<file path="src/rtl/usb_irq_pkg.sv">
package usb_irq_pkg;
   localparam int NUM_GRP = 3;
   typedef enum logic [1:0] {
      GRP_COMMON = 2'd0,
      GRP_EPIN   = 2'd1,
      GRP_EPOUT  = 2'd2
   } grp_e;
   localparam int MASK_BASE = 4;
   localparam int CTRL_ADDR = 7;
endpackage

</file>
<file path="src/rtl/usb_irq_bank.sv">
module usb_irq_bank #(
   parameter int              DATA_W   = 8,
   parameter logic [DATA_W-1:0] MASK_RST = '1,
   parameter logic [DATA_W-1:0] EXCL     = '0
) (
   input  logic              clk,
   input  logic              rst_n,
   input  logic [DATA_W-1:0] evt,
   input  logic              clr,
   input  logic              mask_we,
   input  logic [DATA_W-1:0] mask_wdata,
   output logic [DATA_W-1:0] flags,
   output logic [DATA_W-1:0] mask,
   output logic              req
);
   if (DATA_W < 1) begin : g_bad_width
      $error("usb_irq_bank: DATA_W must be positive");
   end

   always_ff @(posedge clk) begin
      if (!rst_n) begin
         flags <= '0;
         mask  <= MASK_RST;
      end else begin
         flags <= (clr ? '0 : flags) | evt;
         if (mask_we) mask <= mask_wdata;
      end
   end

   assign req = |(flags & mask & ~EXCL);

   // a clear leaves only what arrived in that very cycle
   a_r5_clear_keeps_event: assert property (@(posedge clk) disable iff (!rst_n)
      clr |=> (flags == $past(evt)));
   // every pulsed event lands in the register
   a_r6_event_sets: assert property (@(posedge clk) disable iff (!rst_n)
      (|evt) |=> ((flags & $past(evt)) == $past(evt)));
   // without a clear no flag falls
   a_r6_flags_sticky: assert property (@(posedge clk) disable iff (!rst_n)
      !clr |=> ((flags & $past(flags)) == $past(flags)));
endmodule

</file>
<file path="src/rtl/usb_irq_wake.sv">
module usb_irq_wake (
   input  logic clk,
   input  logic rst_n,
   input  logic line,
   input  logic en,
   output logic rise,
   output logic wake_irq
);
   logic line_q;

   always_ff @(posedge clk) begin
      if (!rst_n) begin
         line_q   <= 1'b0;
         wake_irq <= 1'b0;
      end else begin
         line_q   <= line;
         wake_irq <= rise & en;
      end
   end

   assign rise = line & ~line_q;

   // wake-up is a single-cycle pulse
   a_r7_single_pulse: assert property (@(posedge clk) disable iff (!rst_n)
      wake_irq |=> !wake_irq);
   // no pulse unless the enable was set at the edge
   a_r7_needs_enable: assert property (@(posedge clk) disable iff (!rst_n)
      wake_irq |-> $past(en));
endmodule

</file>
<file path="src/rtl/usb_irq_regif.sv">
module usb_irq_regif
   import usb_irq_pkg::*;
#(
   parameter int DATA_W = 8,
   parameter int ADDR_W = 3
) (
   input  logic                            clk,
   input  logic                            rst_n,
   input  logic                            rd_en,
   input  logic                            wr_en,
   input  logic [ADDR_W-1:0]               addr,
   input  logic [DATA_W-1:0]               wdata,
   input  logic [NUM_GRP-1:0][DATA_W-1:0]  flags,
   input  logic [NUM_GRP-1:0][DATA_W-1:0]  masks,
   output logic [NUM_GRP-1:0]              clr,
   output logic [NUM_GRP-1:0]              mask_we,
   output logic                            gen_en,
   output logic                            wake_en,
   output logic [DATA_W-1:0]               rdata
);
   if (ADDR_W < 3) begin : g_bad_addr
      $error("usb_irq_regif: ADDR_W must be at least 3");
   end
   if (DATA_W < 2) begin : g_bad_data
      $error("usb_irq_regif: DATA_W must be at least 2");
   end

   localparam logic [ADDR_W-1:0] CTRL_A = ADDR_W'(CTRL_ADDR);

   logic [DATA_W-1:0] rd_val;
   logic              unused_wdata;

   assign unused_wdata = ^wdata[DATA_W-1:2];

   for (genvar g = 0; g < NUM_GRP; g++) begin : g_dec
      assign clr[g]     = rd_en && (addr == ADDR_W'(g));
      assign mask_we[g] = wr_en && (addr == ADDR_W'(MASK_BASE + g));
   end

   always_ff @(posedge clk) begin
      if (!rst_n) begin
         gen_en  <= 1'b0;
         wake_en <= 1'b0;
      end else if (wr_en && addr == CTRL_A) begin
         gen_en  <= wdata[0];
         wake_en <= wdata[1];
      end
   end

   always_comb begin
      rd_val = '0;
      for (int g = 0; g < NUM_GRP; g++) begin
         if (addr == ADDR_W'(g))             rd_val = flags[g];
         if (addr == ADDR_W'(MASK_BASE + g)) rd_val = masks[g];
      end
      if (addr == CTRL_A) rd_val = DATA_W'({wake_en, gen_en});
   end

   always_ff @(posedge clk) begin
      if (!rst_n)     rdata <= '0;
      else if (rd_en) rdata <= rd_val;
   end

   // read data only moves on a read
   a_r10_rdata_held: assert property (@(posedge clk) disable iff (!rst_n)
      !rd_en |=> $stable(rdata));
   // at most one group is cleared, and only by a read
   a_r2_single_clear: assert property (@(posedge clk) disable iff (!rst_n)
      $onehot0(clr));
endmodule

</file>
<file path="src/rtl/usb_irq_unit.sv">
module usb_irq_unit
   import usb_irq_pkg::*;
#(
   parameter int DATA_W      = 8,
   parameter int ADDR_W      = 3,
   parameter int SUSPEND_BIT = 0,
   parameter int RESUME_BIT  = 1,
   parameter int RESET_BIT   = 2,
   parameter int SOF_BIT     = 3
) (
   input  logic              clk,
   input  logic              rst_n,
   input  logic [DATA_W-1:0] evt_common,
   input  logic [DATA_W-1:0] evt_in,
   input  logic [DATA_W-1:0] evt_out,
   input  logic              resume_line,
   input  logic              rd_en,
   input  logic              wr_en,
   input  logic [ADDR_W-1:0] addr,
   input  logic [DATA_W-1:0] wdata,
   output logic [DATA_W-1:0] rdata,
   output logic              usb_irq,
   output logic              wake_irq
);
   if (SUSPEND_BIT >= DATA_W || RESUME_BIT >= DATA_W ||
       RESET_BIT >= DATA_W || SOF_BIT >= DATA_W) begin : g_bad_bits
      $error("usb_irq_unit: common bit positions exceed DATA_W");
   end
   if (SUSPEND_BIT == RESUME_BIT || SUSPEND_BIT == RESET_BIT ||
       SUSPEND_BIT == SOF_BIT || RESUME_BIT == RESET_BIT ||
       RESUME_BIT == SOF_BIT || RESET_BIT == SOF_BIT) begin : g_dup_bits
      $error("usb_irq_unit: common bit positions must differ");
   end

   localparam logic [DATA_W-1:0] RESUME_ONE = DATA_W'(1) << RESUME_BIT;
   localparam logic [DATA_W-1:0] COMMON_MASK_RST =
      ~((DATA_W'(1) << SOF_BIT) | (DATA_W'(1) << SUSPEND_BIT));

   logic [NUM_GRP-1:0][DATA_W-1:0] grp_evt;
   logic [NUM_GRP-1:0][DATA_W-1:0] grp_flags;
   logic [NUM_GRP-1:0][DATA_W-1:0] grp_mask;
   logic [NUM_GRP-1:0]             grp_clr;
   logic [NUM_GRP-1:0]             grp_mask_we;
   logic [NUM_GRP-1:0]             grp_req;
   logic                           gen_en;
   logic                           wake_en;
   logic                           resume_rise;

   usb_irq_wake u_wake (
      .clk      (clk),
      .rst_n    (rst_n),
      .line     (resume_line),
      .en       (wake_en),
      .rise     (resume_rise),
      .wake_irq (wake_irq)
   );

   assign grp_evt[GRP_COMMON] = (evt_common & ~RESUME_ONE) |
                                (resume_rise ? RESUME_ONE : '0);
   assign grp_evt[GRP_EPIN]   = evt_in;
   assign grp_evt[GRP_EPOUT]  = evt_out;

   for (genvar g = 0; g < NUM_GRP; g++) begin : g_bank
      localparam logic [DATA_W-1:0] M_RST = (g == 0) ? COMMON_MASK_RST : '1;
      localparam logic [DATA_W-1:0] X_MSK = (g == 0) ? RESUME_ONE : '0;
      usb_irq_bank #(
         .DATA_W   (DATA_W),
         .MASK_RST (M_RST),
         .EXCL     (X_MSK)
      ) u_bank (
         .clk        (clk),
         .rst_n      (rst_n),
         .evt        (grp_evt[g]),
         .clr        (grp_clr[g]),
         .mask_we    (grp_mask_we[g]),
         .mask_wdata (wdata),
         .flags      (grp_flags[g]),
         .mask       (grp_mask[g]),
         .req        (grp_req[g])
      );
   end

   usb_irq_regif #(
      .DATA_W (DATA_W),
      .ADDR_W (ADDR_W)
   ) u_regif (
      .clk     (clk),
      .rst_n   (rst_n),
      .rd_en   (rd_en),
      .wr_en   (wr_en),
      .addr    (addr),
      .wdata   (wdata),
      .flags   (grp_flags),
      .masks   (grp_mask),
      .clr     (grp_clr),
      .mask_we (grp_mask_we),
      .gen_en  (gen_en),
      .wake_en (wake_en),
      .rdata   (rdata)
   );

   assign usb_irq = gen_en & (|grp_req);

   // the request never rises without the global enable
   a_r4_needs_global: assert property (@(posedge clk) disable iff (!rst_n)
      usb_irq |-> gen_en);
   // with no read and no write the level holds
   a_r4_level_holds: assert property (@(posedge clk) disable iff (!rst_n)
      (usb_irq && !rd_en && !wr_en) |=> usb_irq);
   // a resume edge alone never raises the USB request
   a_r8_resume_silent: assert property (@(posedge clk) disable iff (!rst_n)
      (!usb_irq && resume_rise && !rd_en && !wr_en &&
       evt_common == '0 && evt_in == '0 && evt_out == '0) |=> !usb_irq);
endmodule

</file>
<file path="config.mk">
export PLATFORM = sky130hd
export DESIGN_NAME = usb_irq_unit
export DESIGN_NICKNAME = d
export VERILOG_FILES = /design/src/rtl/usb_irq_pkg.sv /design/src/rtl/usb_irq_bank.sv /design/src/rtl/usb_irq_wake.sv /design/src/rtl/usb_irq_regif.sv /design/src/rtl/usb_irq_unit.sv
export SDC_FILE = /design/constraint.sdc
export NUM_CORES = 1
export LEC_CHECK = 0
export ABC_AREA = 0
export BUFFER_PORTS_ARGS = -buffer_cell sky130_fd_sc_hd__buf_2
export CORE_ASPECT_RATIO = 1.75
export CORE_MARGIN = 8
export CORE_UTILIZATION = 50
export CTS_BUF_LIST = sky130_fd_sc_hd__clkbuf_8
export DETAILED_ROUTE_END_ITERATION = 12
export PLACE_DENSITY = 0.73
export SYNTH_ARGS = -nofsm -noshare
export SYNTH_HDL_FRONTEND = slang
export SYNTH_SLANG_ARGS = --single-unit
</file>
<file path="constraint.sdc">
create_clock -name clk -period 1.6 [get_ports clk]
set_input_delay 0 -clock clk [delete_from_list [all_inputs] [get_ports clk]]
set_output_delay 0 -clock clk [all_outputs]
set_load 0.1 [all_outputs]
</file>
==> flow_summary.ini <==
[hold_path]
hp-class = in -> reg
hold_depth = 2
hold_start = rst_n
min_to = u_regif.rdata[1]

[grt]
grt_pass1_wl_um = 11800
track_usage = 0.190
antenna_found_initial = 0
overflow = 0
grt_pass1_vias = 2397
grt_max_degree = 42

[power_and_ir_drop]
p_total_mw = 3.53
pwr-share-seq = 0.467
power.internal_mw = 2.56
power_density_mw_per_mm2 = 1030
p_leak_nw = 1.52
p_comb_frac = 0.155
pwr-share-clk = 0.378
swShare = 0.275
p_sw_uw = 969
ir_worst_vdd_mv = 0.935

[clock_network]
path_clk_slew_ps = 70
cts_tree = yes
cts_buffers = 9
cts_root_buffer = clkbuf_8
worstSkewPairLatency_ps = 340
clkSinkCount = 60
cts_max_level = 3
clock_path_buffers = 2

[place]
gp_congestion = 0.867
place_ws_ps = 183
port_buffers = 48
dpl.hpwl_um = 5130

[synthesis]
synthCells = 305
seq_area_frac_synth = 0.452
synth_edf_count = 0
syn_avg_cell_area_um2 = 8.71
ys_warn_count = 0
synthesis.nets = 345
postSynth.asyncResetShare = 0
ys_types = 33
synth_seq_cells = 60
syn_area_mm2 = 0.00266
ys.flop_type = dfxtp_1

[timing]
fin_skew_ps = 6.56
fin_ws_ps = -28.8
clock.fmax_mhz = 614
slew_headroom = 0.673
min_period_ps = 1630
rsz0062_at_grt = true
finalCritPeriodShare = 1.02
drv_slew = 0
hold_violations = 0
worstMarginPinSlew_ps = 490
final-setup-viol-count = 1

[critical_path]
critical_path_class = reg -> out
crit_slowest_cell = a222oi_1
critPathArrivalTime_ps = 1630
rr_worst_depth = 4
max_stage_delay_ps = 370
r2r-start = g_bank[2].u_bank.flags[5]
rr_endpoint = u_regif.rdata[5]
r2r_slack_ps = 300
cp_max_fo = 2
worstPathCellList = a222oi_1 -> nand3_1 -> o31a_1 -> buf_12
cp_data_required_time_ps = 1600
start_kind = flip-flop
end_kind = output port

[floorplan]
die_w_um = 71.1
initial_core_util = 0.509
boundaryPins = 50
die_h_um = 112
dieArea_mm2 = 0.00799
coreArea_mm2 = 0.00521
rows = 35

[detailed_routing]
via_per_inst = 5.67
first_iter_violations = 254
route.detailed.drc = 0
dr.pass1.iters = 4
wire_per_inst_um = 16.5
postRouteAntennaNets = 0
vias = 2502
routed_wl_um = 7270

[status]
run_status = finished with violations
violations = setup timing

[final_layout]
antennaDiodeCount = 0
final_net_count = 422
area_growth_pct = 29.1
drive_above_1_share = 0.215

[flow_run]
maxCapViolCount = 0
## synth_stat cells, types with 2 or more instances
| library cell | instances | area, um2 |
|---|---|---|
| o22ai_1 | 4 | 25.0 |
| mux2i_1 | 6 | 60.1 |
| nand3_1 | 26 | 130 |
| buf_2 | 9 | 45.0 |
| clkbuf_1 | 7 | 26.3 |
| nand4_1 | 3 | 18.8 |
| buf_6 | 2 | 22.5 |
| o22a_1 | 2 | 17.5 |
| nand2_1 | 61 | 229 |
| a21oi_1 | 26 | 130 |
| nor2b_1 | 37 | 231 |
| a32o_1 | 4 | 40.0 |
| mux4_2 | 2 | 45.0 |
| and3_1 | 3 | 18.8 |
| o221ai_1 | 2 | 17.5 |
| a31o_2 | 2 | 17.5 |
| a21boi_0 | 4 | 30.0 |
| mux2_4 | 2 | 30.0 |
| a22oi_1 | 10 | 75.1 |
| a31oi_1 | 3 | 18.8 |
| mux2_2 | 8 | 90.1 |
| dfxtp_1 | 60 | 1200 |
| nand2b_1 | 3 | 18.8 |
| o21ai_0 | 8 | 40.0 |
| o21ai_1 | 2 | 10.0 |
| and3b_1 | 2 | 17.5 |
## power by group through the flow
stage / logic (mW) / registers (mW) / clock network (mW)
after floorplan: 0.265 / 1.76 / 0
after global placement: 0.472 / 1.68 / 0
after detailed placement: 0.479 / 1.68 / 0
after CTS: 0.543 / 1.65 / 1.34
after global routing: 0.594 / 1.66 / 1.41
final: 0.547 / 1.65 / 1.34
## placed cells by master, fill, tap and decap left out, drive strengths merged
master       synthesis  layout
clkinvlp             0       1
o21ai               10      10
nor2b               37      37
o22ai                4       4
a31o                 2       2
o221ai               2       2
clkinv               0       3
a21boi               4       4
nand2               61      61
nand4                3       3
clkbuf               7      10
a222oi               1       1
mux4                 2       2
dfxtp               60      60
a31oi                3       3
mux2i                6       6
nand2b               3       3
and3                 3       3
a21oi               26      26
mux2                10      10
inv                  1       1
buf                 12      53
o22a                 2       2
a32o                 4       4
a22oi               10      10
nor2                 1       1
nand4b               1       1
dlygate4sd3          0      32
and3b                2       2
nand3               26      26
o31a                 1       1
bufinv               0       1
and2                 1       1
## worst max-delay path by stage
stage,startpoint,end,slack [ps]
6_report,g_bank[1].u_bank.mask[3],usb_irq,-30
5_1_grt,g_bank[1].u_bank.mask[3],usb_irq,-110
4_1_cts,g_bank[1].u_bank.mask[3],usb_irq,-40
3_5_place_dp,g_bank[1].u_bank.flags[3],usb_irq,180
3_3_place_gp,g_bank[1].u_bank.flags[3],usb_irq,180
2_1_floorplan,g_bank[1].u_bank.flags[3],usb_irq,260
## stage by stage
stage          utilization  instances  hold WS, ps  setup TNS (ps)  cell area (um2)
6_report             0.658        441         58.1           -28.8             3430
5_1_grt              0.658        441         68.6            -112             3430
4_1_cts              0.658        441         55.7           -41.4             3430
3_5_place_dp         0.555        393          239               0             2890
3_3_place_gp         0.555        393          223               0             2890
2_1_floorplan            -        305          124               0             2660
## critical path, delay by kind of cell (launching register included)
| kind | cells | cell delay [ps] |
|---|---|---|
| AO/OA/AOI/OAI | 2 | 670 |
| flip-flops | 1 | 320 |
| buffers and inverters | 1 | 180 |
| AND/OR/NAND/NOR | 1 | 120 |
## state kept, by name (all words and copies together), names as in the netlist
name / flops
u_wake.wake_irq: 1
g_bank.u_bank.flags: 24
u_regif.wake_en: 1
u_regif.rdata: 8
u_regif.gen_en: 1
g_bank.u_bank.mask: 24
u_wake.line_q: 1
## per-layer routing
layer,up-vias,GRT usage,wire length (um)
met1,1167,0.214,2940
met2,81,0.307,3580
li1,1229,-,-
met4,0,0.127,345
met5,-,0,0
met3,25,0.0473,404
## cell families after synthesis
logic type / count (synthesis) / share of synthesized area
buffers and inverters: 20 / 0.0396
flip-flops: 60 / 0.452
multiplexers: 18 / 0.0848
AND/OR/NAND/NOR: 138 / 0.257
AO/OA/AOI/OAI: 69 / 0.166
## timing repair
item / CTS / global route
pin swaps: 3 / 0
endpoints found under the hold margin: 50 / 0
hold buffers: 32 / 0
resized for setup: 5 / 0
buffers inserted: 1 / 0
setup endpoints to repair: 1 / 1
cloned: 0 / 0
## layout make-up
class / instances / area [um2]
Tap cell: 55 / 68.8
Inverter: 1 / 3.75
Sequential cell: 60 / 1200
Multi-Input combinational cell: 225 / 1350
Timing Repair Buffer: 85 / 613
Clock inverter: 5 / 52.6
Clock buffer: 10 / 138
Fill cell: 419 / 1780
Note: power is estimated with default switching activity, not from simulation.
